`src/rtl/ocp_pkg.sv`:
```
package ocp_pkg;
  localparam int unsigned NUM_SIDES = 2;

  typedef enum logic [0:0] {
    SIDE_HI = 1'b0,
    SIDE_LO = 1'b1
  } side_e;

  typedef enum logic [1:0] {
    FLT_IDLE  = 2'd0,
    FLT_HELD  = 2'd1,
    FLT_FORCE = 2'd2
  } flt_act_e;
endpackage

```
`src/rtl/ocp_sync.sv`:
```
module ocp_sync #(
  parameter int unsigned WIDTH  = 2,
  parameter int unsigned STAGES = 2
) (
  input  logic             clk,
  input  logic             rst,
  input  logic [WIDTH-1:0] async_i,
  output logic [WIDTH-1:0] sync_o
);
  logic [WIDTH-1:0] stage_q [STAGES];

  always_ff @(posedge clk) begin
    if (rst) stage_q[0] <= '0;
    else     stage_q[0] <= async_i;
  end

  for (genvar s = 1; s < STAGES; s++) begin : g_stage
    always_ff @(posedge clk) begin
      if (rst) stage_q[s] <= '0;
      else     stage_q[s] <= stage_q[s-1];
    end
  end

  assign sync_o = stage_q[STAGES-1];
endmodule

```
`src/rtl/ocp_blank_timer.sv`:
```
module ocp_blank_timer #(
  parameter int unsigned OFF_CYC = 15
) (
  input  logic clk,
  input  logic rst,
  input  logic trip_i,
  output logic kill_o
);
  localparam int unsigned CW = $clog2(OFF_CYC + 1);
  localparam logic [CW-1:0] RELOAD = CW'(OFF_CYC - 1);

  logic [CW-1:0] remain_q;
  logic          kill_q;

  always_ff @(posedge clk) begin
    if (rst) begin
      remain_q <= '0;
      kill_q   <= 1'b0;
    end else if (trip_i) begin
      remain_q <= RELOAD;
      kill_q   <= 1'b1;
    end else if (remain_q != '0) begin
      remain_q <= remain_q - 1'b1;
    end else begin
      kill_q <= 1'b0;
    end
  end

  assign kill_o = kill_q;
endmodule

```
`src/rtl/ocp_cycle_edge.sv`:
```
module ocp_cycle_edge (
  input  logic clk,
  input  logic rst,
  input  logic strobe_i,
  output logic rise_o
);
  logic prev_q;

  always_ff @(posedge clk) begin
    if (rst) prev_q <= 1'b0;
    else     prev_q <= strobe_i;
  end

  assign rise_o = strobe_i & ~prev_q;
endmodule

```
`src/rtl/ocp_fault_hold.sv`:
```
module ocp_fault_hold
  import ocp_pkg::*;
#(
  parameter int unsigned HOLD_CYC = 4
) (
  input  logic clk,
  input  logic rst,
  input  logic active_i,
  input  logic trip_i,
  input  logic cyc_rise_i,
  output logic fault_n_o
);
  localparam int unsigned HW = $clog2(HOLD_CYC + 1);
  localparam logic [HW-1:0] LAST = HW'(HOLD_CYC);

  logic          fault_q;
  logic [HW-1:0] clean_q;
  flt_act_e      act;

  always_comb begin
    if (!active_i)            act = FLT_IDLE;
    else if (trip_i)          act = FLT_FORCE;
    else if (fault_q)         act = FLT_HELD;
    else                      act = FLT_IDLE;
  end

  always_ff @(posedge clk) begin
    if (rst) begin
      fault_q <= 1'b0;
      clean_q <= '0;
    end else begin
      unique case (act)
        FLT_FORCE: begin
          fault_q <= 1'b1;
          clean_q <= '0;
        end
        FLT_HELD: begin
          if (cyc_rise_i) begin
            if (clean_q == LAST) begin
              fault_q <= 1'b0;
              clean_q <= '0;
            end else begin
              clean_q <= clean_q + 1'b1;
            end
          end
        end
        default: begin
          fault_q <= 1'b0;
          clean_q <= '0;
        end
      endcase
    end
  end

  assign fault_n_o = ~fault_q;
endmodule

```
`src/rtl/ocp_fault_supervisor.sv`:
```
module ocp_fault_supervisor
  import ocp_pkg::*;
#(
  parameter int unsigned OFF_CYC     = 15,
  parameter int unsigned HOLD_CYC    = 4,
  parameter int unsigned SYNC_STAGES = 2
) (
  input  logic clk,
  input  logic rst,
  input  logic en_i,
  input  logic ctl_rst_n_i,
  input  logic cyc_strobe_i,
  input  logic oc_hi_i,
  input  logic oc_lo_i,
  output logic kill_hi_o,
  output logic kill_lo_o,
  output logic fault_n_o
);
  logic [NUM_SIDES-1:0] oc_raw;
  logic [NUM_SIDES-1:0] oc_sync;
  logic [NUM_SIDES-1:0] kill;
  logic                 cyc_rise;

  assign oc_raw[SIDE_HI] = oc_hi_i;
  assign oc_raw[SIDE_LO] = oc_lo_i;

  ocp_sync #(.WIDTH(NUM_SIDES), .STAGES(SYNC_STAGES)) u_sync (
    .clk(clk), .rst(rst), .async_i(oc_raw), .sync_o(oc_sync)
  );

  for (genvar g = 0; g < NUM_SIDES; g++) begin : g_side
    ocp_blank_timer #(.OFF_CYC(OFF_CYC)) u_blank (
      .clk(clk), .rst(rst), .trip_i(oc_sync[g]), .kill_o(kill[g])
    );
  end

  ocp_cycle_edge u_edge (
    .clk(clk), .rst(rst), .strobe_i(cyc_strobe_i), .rise_o(cyc_rise)
  );

  ocp_fault_hold #(.HOLD_CYC(HOLD_CYC)) u_hold (
    .clk(clk), .rst(rst),
    .active_i(en_i & ctl_rst_n_i),
    .trip_i(|oc_sync),
    .cyc_rise_i(cyc_rise),
    .fault_n_o(fault_n_o)
  );

  assign kill_hi_o = kill[SIDE_HI];
  assign kill_lo_o = kill[SIDE_LO];
endmodule

```
`config.mk`:
```
export PLATFORM = sky130hd
export DESIGN_NAME = ocp_fault_supervisor
export DESIGN_NICKNAME = d
export VERILOG_FILES = /design/src/rtl/ocp_pkg.sv /design/src/rtl/ocp_sync.sv /design/src/rtl/ocp_blank_timer.sv /design/src/rtl/ocp_cycle_edge.sv /design/src/rtl/ocp_fault_hold.sv /design/src/rtl/ocp_fault_supervisor.sv
export SDC_FILE = /design/constraint.sdc
export NUM_CORES = 1
export LEC_CHECK = 0
export BUFFER_PORTS_ARGS = -buffer_cell sky130_fd_sc_hd__buf_2
export CAP_MARGIN = 20
export CORE_MARGIN = 3
export CORE_UTILIZATION = 50
export DETAILED_ROUTE_END_ITERATION = 7
export HOLD_SLACK_MARGIN = 0.03
export PLACE_DENSITY_LB_ADDON = 0.2
export SYNTH_ARGS = -nofsm -noshare
export SYNTH_HDL_FRONTEND = slang
export SYNTH_SLANG_ARGS = --single-unit
```
`constraint.sdc`:
```
create_clock -name clk -period 2.35 [get_ports clk]
set_clock_uncertainty 0.05 [all_clocks]
set_input_delay 0.47 -clock clk [delete_from_list [all_inputs] [get_ports clk]]
set_output_delay 0.47 -clock clk [all_outputs]
set_load 0.005 [all_outputs]
```
==> After elaboration in Yosys (flattened, before gate mapping) <==
Memories as Yosys holds them, arrays and structs flattened.
Index checks and enable logic that the tools add are counted.
{ "totals": {"register_bits": 15, "ramBits": 4, "inputBits": 7, "out_inout_bits": 3, "wordCells": 56, "n_memories": 1} }
{ "memory_table": {"columns": ["name", "depth", "word_bits", "rd", "rd_ports_with_merged_regs", "write_ports", "line_no", "text"], "rows": [
  ["u_sync.stage_q", 2, 2, 2, 0, 2, "ocp_sync.sv:10", "logic [WIDTH-1:0] stage_q [STAGES];"]
]} }
{ "classes": {"addsub": 3, "n_eq_ne": 7, "muxes": 20, "n_bitwise": 7, "reduce_logical": 9} }
{ "ops": {"columns": ["cell", "n"], "rows": [
  ["$mux 4", 4],
  ["$mux 1", 10],
  ["$mux 2", 4],
  ["$reduce_bool 4->1", 2],
  ["$reduce_or 2->1", 4],
  ["$sub 4x1->4 const B", 2],
  ["$ne 2x2->1 const B", 3],
  ["$reduce_bool 2->1", 2],
  ["$add 3x1->3 const B", 1],
  ["$eq 3x3->1 const B", 1],
  ["$mux 3", 1],
  ["$not 1->1", 3],
  ["$and 1x1->1", 2],
  ["$eq 2x1->1 const B", 1],
  ["$eq 2x2->1 const B", 1],
  ["$ne 2x1->1 const B", 1],
  ["$or 1x1->1", 2],
  ["$pmux 1 s2", 1],
  ["$reduce_and 2->1", 1]
]} }

==> Longest topological paths before layout <==
Gate-level depths: netlist of the first run.
An unclocked memory read counts as a cell.
{ "depth": {"word_depth": 7, "ltp_mapped": 5, "depth_no_buf": 5} }

==> By module <==
From an unflattened synthesis of the first run, not the netlist that was laid out.
{ "unflattened": {"hier_cells": 72, "hier_area_um2": 732.0} }
{ "modules_own_cells": {"columns": ["mod", "instances", "cells_each", "area_per_inst_um2", "seq_area_each_um2"], "rows": [
  ["ocp_blank_timer", 2, 18, 178.9, 100.1],
  ["ocp_fault_hold", 1, 23, 209.0, 80.1],
  ["ocp_sync", 1, 8, 105.1, 80.1],
  ["ocp_cycle_edge", 1, 3, 47.5, 20.0],
  ["ocp_fault_supervisor", 1, 2, 12.5, 0.0]
]} }

==> Worst setup path after synthesis of the first run <==
Ideal clock, no wire load.
{ "synth_timing": {"path_kind": "register to register", "startpoint": "register u_hold.clean_q[0]", "endpoint": "register u_hold.fault_q", "setup_time_ps": 91, "t_arrival_ps": 967, "required_time_ps": 2209, "setup_slack_ps": 1242, "stages_incl_launch_ff": 6, "n_path_buf": 0, "synth_period_minus_slack_ps": 1108, "cell_sequence": "dfxtp_1 > inv_1 > ha_1 > nand2_1 > o21ai_2 > a311oi_1"} }
{ "synth_via": {"elab_chain_len": 3} }
{ "synth_lines": {"columns": ["element", "line_no", "text"], "rows": [
  ["from (decl)", "ocp_fault_hold.sv:17", "logic [HW-1:0] clean_q;"],
  ["from (signal assigned)", "ocp_fault_hold.sv:43", "clean_q <= clean_q + 1'b1;"],
  ["$eq 3x3->1", "ocp_fault_hold.sv:39", "if (clean_q == LAST) begin"],
  ["$ne 2x1->1 (no line)", null, null],
  ["$reduce_and 2->1 (no line)", null, null],
  ["to (signal assigned)", "ocp_fault_hold.sv:34", "fault_q <= 1'b1;"],
  ["to (signal assigned)", "ocp_fault_hold.sv:40", "fault_q <= 1'b0;"],
  ["to (signal assigned)", "ocp_fault_hold.sv:48", "fault_q <= 1'b0;"],
  ["to (decl)", "ocp_fault_hold.sv:16", "logic fault_q;"]
]} }
Every way passes these cells.
A chain may end at the register's enable or synchronous reset.

==> Worst setup path in the final report of the first run <==
{ "layout_timing": {"startpoint": "register u_hold.fault_q", "endpoint": "output fault_n_o"} }
{ "layout_via": {"elab_chain_len": 1} }
{ "layout_lines": {"columns": ["element", "line_no", "text"], "rows": [
  ["from (signal assigned)", "ocp_fault_hold.sv:29", "fault_q <= 1'b0;"],
  ["from (signal assigned)", "ocp_fault_hold.sv:34", null],
  ["from (signal assigned)", "ocp_fault_hold.sv:40", null],
  ["$not 1->1", "ocp_fault_hold.sv:55", "assign fault_n_o = ~fault_q;"],
  ["to (decl)", "ocp_fault_supervisor.sv:17", "output logic fault_n_o"]
]} }
Every way passes these cells.

==> flow_summary.yaml, run 1 <==
yosys:
  number_of_flops_mapped_to_enable_cells_by_yosys: 0
  yosysWarningCount: 0
  synth_top_area_share: 0.514
  synth.most_common_cell: "dfxtp_1"
  mappedNetlistArea_sq_um: 741
  synth.yosys.seq_area_share: 0.514
  synth-seq-cells: 19
  synthesis.area_per_instance_sq_um: 9.75
  post_synth_main_area_contributors: "dfxtp_1, a21oi_1, o41ai_2"
  synth-async-reset-ratio: 0
  synth_fp_nets: 85
  ys.flop_type: "dfxtp_1"
  yosys-top-cells-count: "dfxtp_1, a21oi_1, inv_1, nor2b_1, o21ai_0"
  syn_inst: 76
  yosysTopAreaCell: "dfxtp_1"
  synth.lib_cells_used.distinct: 22
grt:
  groute.usage.overall: 0.147
  first_global_vias: 512
  maximum_number_of_pins_on_one_net_before_global_route_repair: 18
  globalRoute.totalOverflow: 0
  grt_first_pass_wirelength_mm: 2.10
  number_of_antenna_violations_at_the_first_check_in_global_routing: 0
clock_tree:
  post_cts_buffers: 0
  cts.clk_slew.worst_paths_ns: 0.09
  cts_hold_buf: 0
  clk_latency_worst_skew_pair_ns: 0.29
  clock_tree.buffer_depth: 2
  tritoncts: "built"
  cts.root.buffer_cell: "clkbuf_4"
  cts-htree-levels: 1
  cts_sinks: 19
  cts_resized: 0
  cts_buffers: 3
cells_and_area:
  multi_input_area_sq_um: 330
  antennaDiodeCount: 0
  fillerInstances: 125
  finalNetCount: 98
  post_route_cells_drive_above_1_share: 0.193
  area_of_all_sequential_standard_cells_sq_um: 380
  fin_util: 0.607
  area_growth_pct: 10.6
  fin_area_sq_um: 820
drt:
  drc: 0
  postRouteAntennaNets: 0
  number_of_drc_violations_after_detailed_routing_iteration_0: 9
  route.detailed.wl_per_inst_um: 11.6
  firstDrtPassIters: 4
  wirelength_mm: 1.20
  detail_route.vias_per_cell: 5.59
  routed-via-count: 576
setup_path:
  worst_endpoint_data_arrival_time_ns: 0.83
  worst_setup_path_end_kind: "output port"
  cp.required_ns: 1.83
  critical_path.max_fanout: 3
  critPathLaunchType: "flip-flop"
  rr_startpoint: "u_hold.clean_q[0]"
  setup.reg_to_reg.worst_slack_ns: 1.11
  critical_path_class: "flip-flop to output port"
  reg2regPathDepth: 5
  r2r_end: "u_hold.fault_q"
floorplanning:
  fp.dieW_um: 44.5
  starting_density_of_the_core: 0.549
  dieHeight_um: 44.5
  std_cell_rows: 13
  design.portCount: 10
  fp.coreArea_sq_mm: 0.00135
  design.die.area_sq_mm: 0.00198
timing:
  finalHoldViolations: 0
  worst_pin_slew_ns: 0.293
  totalNegativeSetupSlack_ns: 0
  grt_setup_unrepaired: "no"
  timing.max_slew.rel_slack: 0.805
  timing_max_transition_violations_final: 0
  maxClockFrequency_mhz: 743
  setup_viol_count_final: 0
  final.period_utilization: 0.572
  final_period_minus_worst_setup_slack_ns: 1.35
power_and_ir_drop:
  power_density_mw_per_mm2: 669
  power_consumption_mw: 0.548
  leakage_nw: 0.312
  worst_ir_drop_vdd_v: 0.000527
hold_path:
  holdCritPathClass: "input pin to flip-flop"
  hold-path-endpoint: "u_sync.stage_q[0][1]"
  hold_path.startpoint: "oc_lo_i"
  whs_path_depth: 2
placed_design:
  io_buffers: 9
  gp_congestion: 0.799
  hpwlAfterDp_um: 869
  place_area_sq_um: 793
job:
  cap_viol_max_count: 0
outcome:
  status: "complete, no violations"
## worst max-delay path, stage by stage, from the launching register on
cell and delay [ns]:
dfxtp_1 0.38, inv_1 0.04, buf_2 0.12
## logic make-up after synthesis
| family | Yosys count | synth area share |
|---|---|---|
| AND/OR/NAND/NOR | 25 | 0.199 |
| AO/OA/AOI/OAI | 24 | 0.213 |
| flip-flops | 19 | 0.514 |
| buffers and inverters | 6 | 0.0405 |
| adder cells (fa/ha/maj) | 2 | 0.0338 |
## state kept, by name (all words and copies together), names as in the netlist
name and count:
g_side.u_blank.kill_o 2, u_hold.fault_q 1, g_side.u_blank.remain_q 8, u_edge.prev_q 1, u_hold.clean_q 3, u_sync.stage_q 4
## how the worst max path moves through the flow
stage                      start        endpoint  slack [ns]  cells past startpoint
2_1_floorplan  u_hold.clean_q[0]  u_hold.fault_q        1.24                      5
3_3_place_gp   u_hold.clean_q[0]  u_hold.fault_q        1.17                      5
3_5_place_dp   u_hold.clean_q[0]  u_hold.fault_q        1.15                      5
4_1_cts           u_hold.fault_q       fault_n_o        0.99                      2
5_1_grt           u_hold.fault_q       fault_n_o        0.95                      2
6_report          u_hold.fault_q       fault_n_o        1.00                      2
## power breakdown
part           internal [mW]  leakage [nW]  total [mW]  switching, mW
Sequential             0.336         0.155       0.353         0.0167
Combinational         0.0195         0.142      0.0394         0.0199
Clock                 0.0660        0.0150       0.156         0.0899
## routing by layer
layer | up-vias | track usage | routed length [um]
li1 | 295 | - | -
met1 | 260 | 0.193 | 586
met2 | 17 | 0.212 | 522
met3 | 4 | 0.0244 | 61
met4 | 0 | 0.108 | 27
met5 | - | 0 | 0
## metrics by stage
step / hold WS, ns / worst slack (ns) / instances
after CTS: 0.333 / 0.987 / 103
final: 0.338 / 1.00 / 103
after floorplan: 0.364 / 1.24 / 76
after global routing: 0.354 / 0.949 / 103
after detailed placement: 0.388 / 1.15 / 99
after global placement: 0.375 / 1.17 / 99
## cells in the final DEF (no fill, tap or decap), drive strengths merged
master  instances
a21oi          11
nand2           4
o31ai           2
nand4b          1
nand3           2
nand3b          3
ha              2
a31oi           2
a311oi          1
buf             9
and2b           1
clkbuf          4
o41ai           2
o21ai           6
nor2b           5
nand2b          1
nor4            2
dfxtp          19
nor3            2
nor2            4
inv             5
## area by class of cell
type,instances,area share
Clock buffer,4,0.0321
Inverter,5,0.0229
Multi-Input combinational cell,51,0.403
Sequential cell,19,0.464
Tap cell,15,0.0229
Timing Repair Buffer,9,0.0550
(Power assumes the default switching activity.)
==> inputs of run 2 (changes only) <==
- clock period: 2.35 -> 1.3 ns (I/O delays scaled with it)
==> run 2 against run 1 <==
Clock power increased by 83%. Utilization increased by 0.56 points. Combinational power increased by 85%. Cell count increased by 0.97%. Cell area increased by 0.92%. Count of clock-buffer cells in the layout unchanged. Hold slack got worse by 0.21 ns. Sequential power increased by 81%. Critical path type is now flip-flop to flip-flop.
==> flow_summary.yaml, run 2 (same netlist as run 1, synthesis figures left out) <==
outcome:
  status: "complete, no violations"
setup_path:
  critical_path.max_stage_delay_ns: 0.36
  rr_startpoint: "u_hold.clean_q[0]"
  crit_path_cell_trace: "inv_1, ha_1, nand2_1, o21ai_2, a311oi_1"
  critPathLaunchType: "flip-flop"
  worstSetupStartpoint: "u_hold.clean_q[0]"
  critical_path_class: "flip-flop to flip-flop"
  critical_path.max_fanout: 3
  worst_endpoint_data_arrival_time_ns: 1.34
  cp.required_ns: 1.46
  worst_setup_path_end_kind: "flip-flop"
  crit_path_top_delay_cell: "dfxtp_1"
timing:
  timing.max_slew.rel_slack: 0.846
  worst_pin_slew_ns: 0.228
  finalHoldViolations: 0
  maxClockFrequency_mhz: 847
  finalWorstSetupSlack_ns: 0.120
  grt_setup_unrepaired: "no"
  final_period_minus_worst_setup_slack_ns: 1.18
  setup_viol_count_final: 0
  timing_max_transition_violations_final: 0
  final.period_utilization: 0.908
  totalNegativeSetupSlack_ns: 0
drt:
  firstDrtPassIters: 4
  wirelength_mm: 1.18
  route.detailed.wl_per_inst_um: 11.4
  routed-via-count: 580
  postRouteAntennaNets: 0
  detail_route.vias_per_cell: 5.58
  number_of_drc_violations_after_detailed_routing_iteration_0: 11
  drc: 0
clock_tree:
  cts.root.buffer_cell: "clkbuf_4"
  tritoncts: "built"
  cts_resized: 0
  cts_buffers: 3
  clk_latency_worst_skew_pair_ns: 0.29
  cts_hold_buf: 0
  post_cts_buffers: 0
  clock_tree.buffer_depth: 2
  cts.clk_slew.worst_paths_ns: 0.10
  cts-htree-levels: 1
  cts_sinks: 19
power_and_ir_drop:
  power.share.sequential: 0.640
  leakage_nw: 0.317
  worst_ir_drop_vdd_v: 0.00103
  combinationalPowerShare: 0.073
  switching_share: 0.233
  power.share.clock: 0.287
  p_sw_mw: 0.232
  power_density_mw_per_mm2: 1210
  internal_power_mw: 0.765
hold_path:
  holdCritPathClass: "input pin to flip-flop"
  hold_path.startpoint: "oc_hi_i"
floorplanning:
  fp.coreArea_sq_mm: 0.00135
  fp.dieW_um: 44.5
  dieHeight_um: 44.5
  design.die.area_sq_mm: 0.00198
  std_cell_rows: 13
  design.portCount: 10
  starting_density_of_the_core: 0.549
placed_design:
  gp_congestion: 0.704
  hpwlAfterDp_um: 868
  io_buffers: 9
  place_worst_setup_slack_ns: 0.126
  place_area_sq_um: 801
grt:
  number_of_antenna_violations_at_the_first_check_in_global_routing: 0
  first_global_vias: 486
  grt_first_pass_wirelength_mm: 2.08
  maximum_number_of_pins_on_one_net_before_global_route_repair: 11
  groute.usage.overall: 0.150
  globalRoute.totalOverflow: 0
cells_and_area:
  leading_cell_type_in_the_layout_fill_and_taps_excluded: "dfxtp_1"
  most_used_cells_in_the_layout_excluding_fill_and_tap_cells: "dfxtp_1, a21oi_1, buf_2"
  fillerInstances: 119
  fin_area_sq_um: 827
  largest_reg_flops: 8
  post_route_cells_drive_above_1_share: 0.202
  area_growth_pct: 11.7
  largestRegisters: "g_side.u_blank.remain_q x8, u_sync.stage_q x4, u_hold.clean_q x3"
  area_of_all_sequential_standard_cells_sq_um: 380
  max_flop_register: "g_side.u_blank.remain_q"
  finalNetCount: 99
  antennaDiodeCount: 0
  multi_input_area_sq_um: 330
job:
  cap_viol_max_count: 0
==> run 2: area by class of cell <==
class / instances / area share
Sequential cell: 19 / 0.460
Timing Repair Buffer: 10 / 0.0635
Clock buffer: 4 / 0.0318
Inverter: 5 / 0.0227
Multi-Input combinational cell: 51 / 0.399
Tap cell: 15 / 0.0227
==> run 2: power groups by stage <==
stage	clock network (mW)	registers [mW]	logic, mW
6_report	0.286	0.638	0.0728
5_1_grt	0.335	0.643	0.0834
4_1_cts	0.301	0.638	0.0735
3_5_place_dp	0	0.651	0.0735
3_3_place_gp	0	0.651	0.0722
2_1_floorplan	0	0.645	0.0517
==> run 2: critical path: cells and delay by family (launching register included) <==
kind            cells  cell delay, ns
compound gates      2            0.31
fa+ha+maj           1            0.21
buf+inv             1            0.07
flops               1            0.36
simple gates        1            0.12
==> run 2: routing by layer <==
metal	GRT usage	vias up	part of all wire
li1	-	297	-
met3	0.0732	2	0.059
met2	0.212	14	0.44
met4	0.0723	0	0.0093
met5	0	-	0
met1	0.187	267	0.49
==> run 2: metrics by stage <==
| step | power [mW] | cells | hold WS [ns] | utilization |
|---|---|---|---|---|
| 2_1_floorplan | 0.697 | 76 | 0.282 | - |
| 4_1_cts | 1.01 | 104 | 0.118 | 0.613 |
| 6_report | 0.997 | 104 | 0.126 | 0.613 |
| 3_5_place_dp | 0.725 | 100 | 0.382 | 0.593 |
| 5_1_grt | 1.06 | 104 | 0.113 | 0.613 |
| 3_3_place_gp | 0.723 | 100 | 0.371 | 0.593 |
==> run 2: worst paths after layout <==
| path | endpoint | slack (ns) | cells after the start |
|---|---|---|---|
| min reg2reg | u_sync.stage_q[1][0] | 0.40 | 1 |
| max reg2reg | u_hold.fault_q | 0.12 | 5 |
| min | u_sync.stage_q[0][0] | 0.13 | 2 |
| max | u_hold.fault_q | 0.12 | 5 |
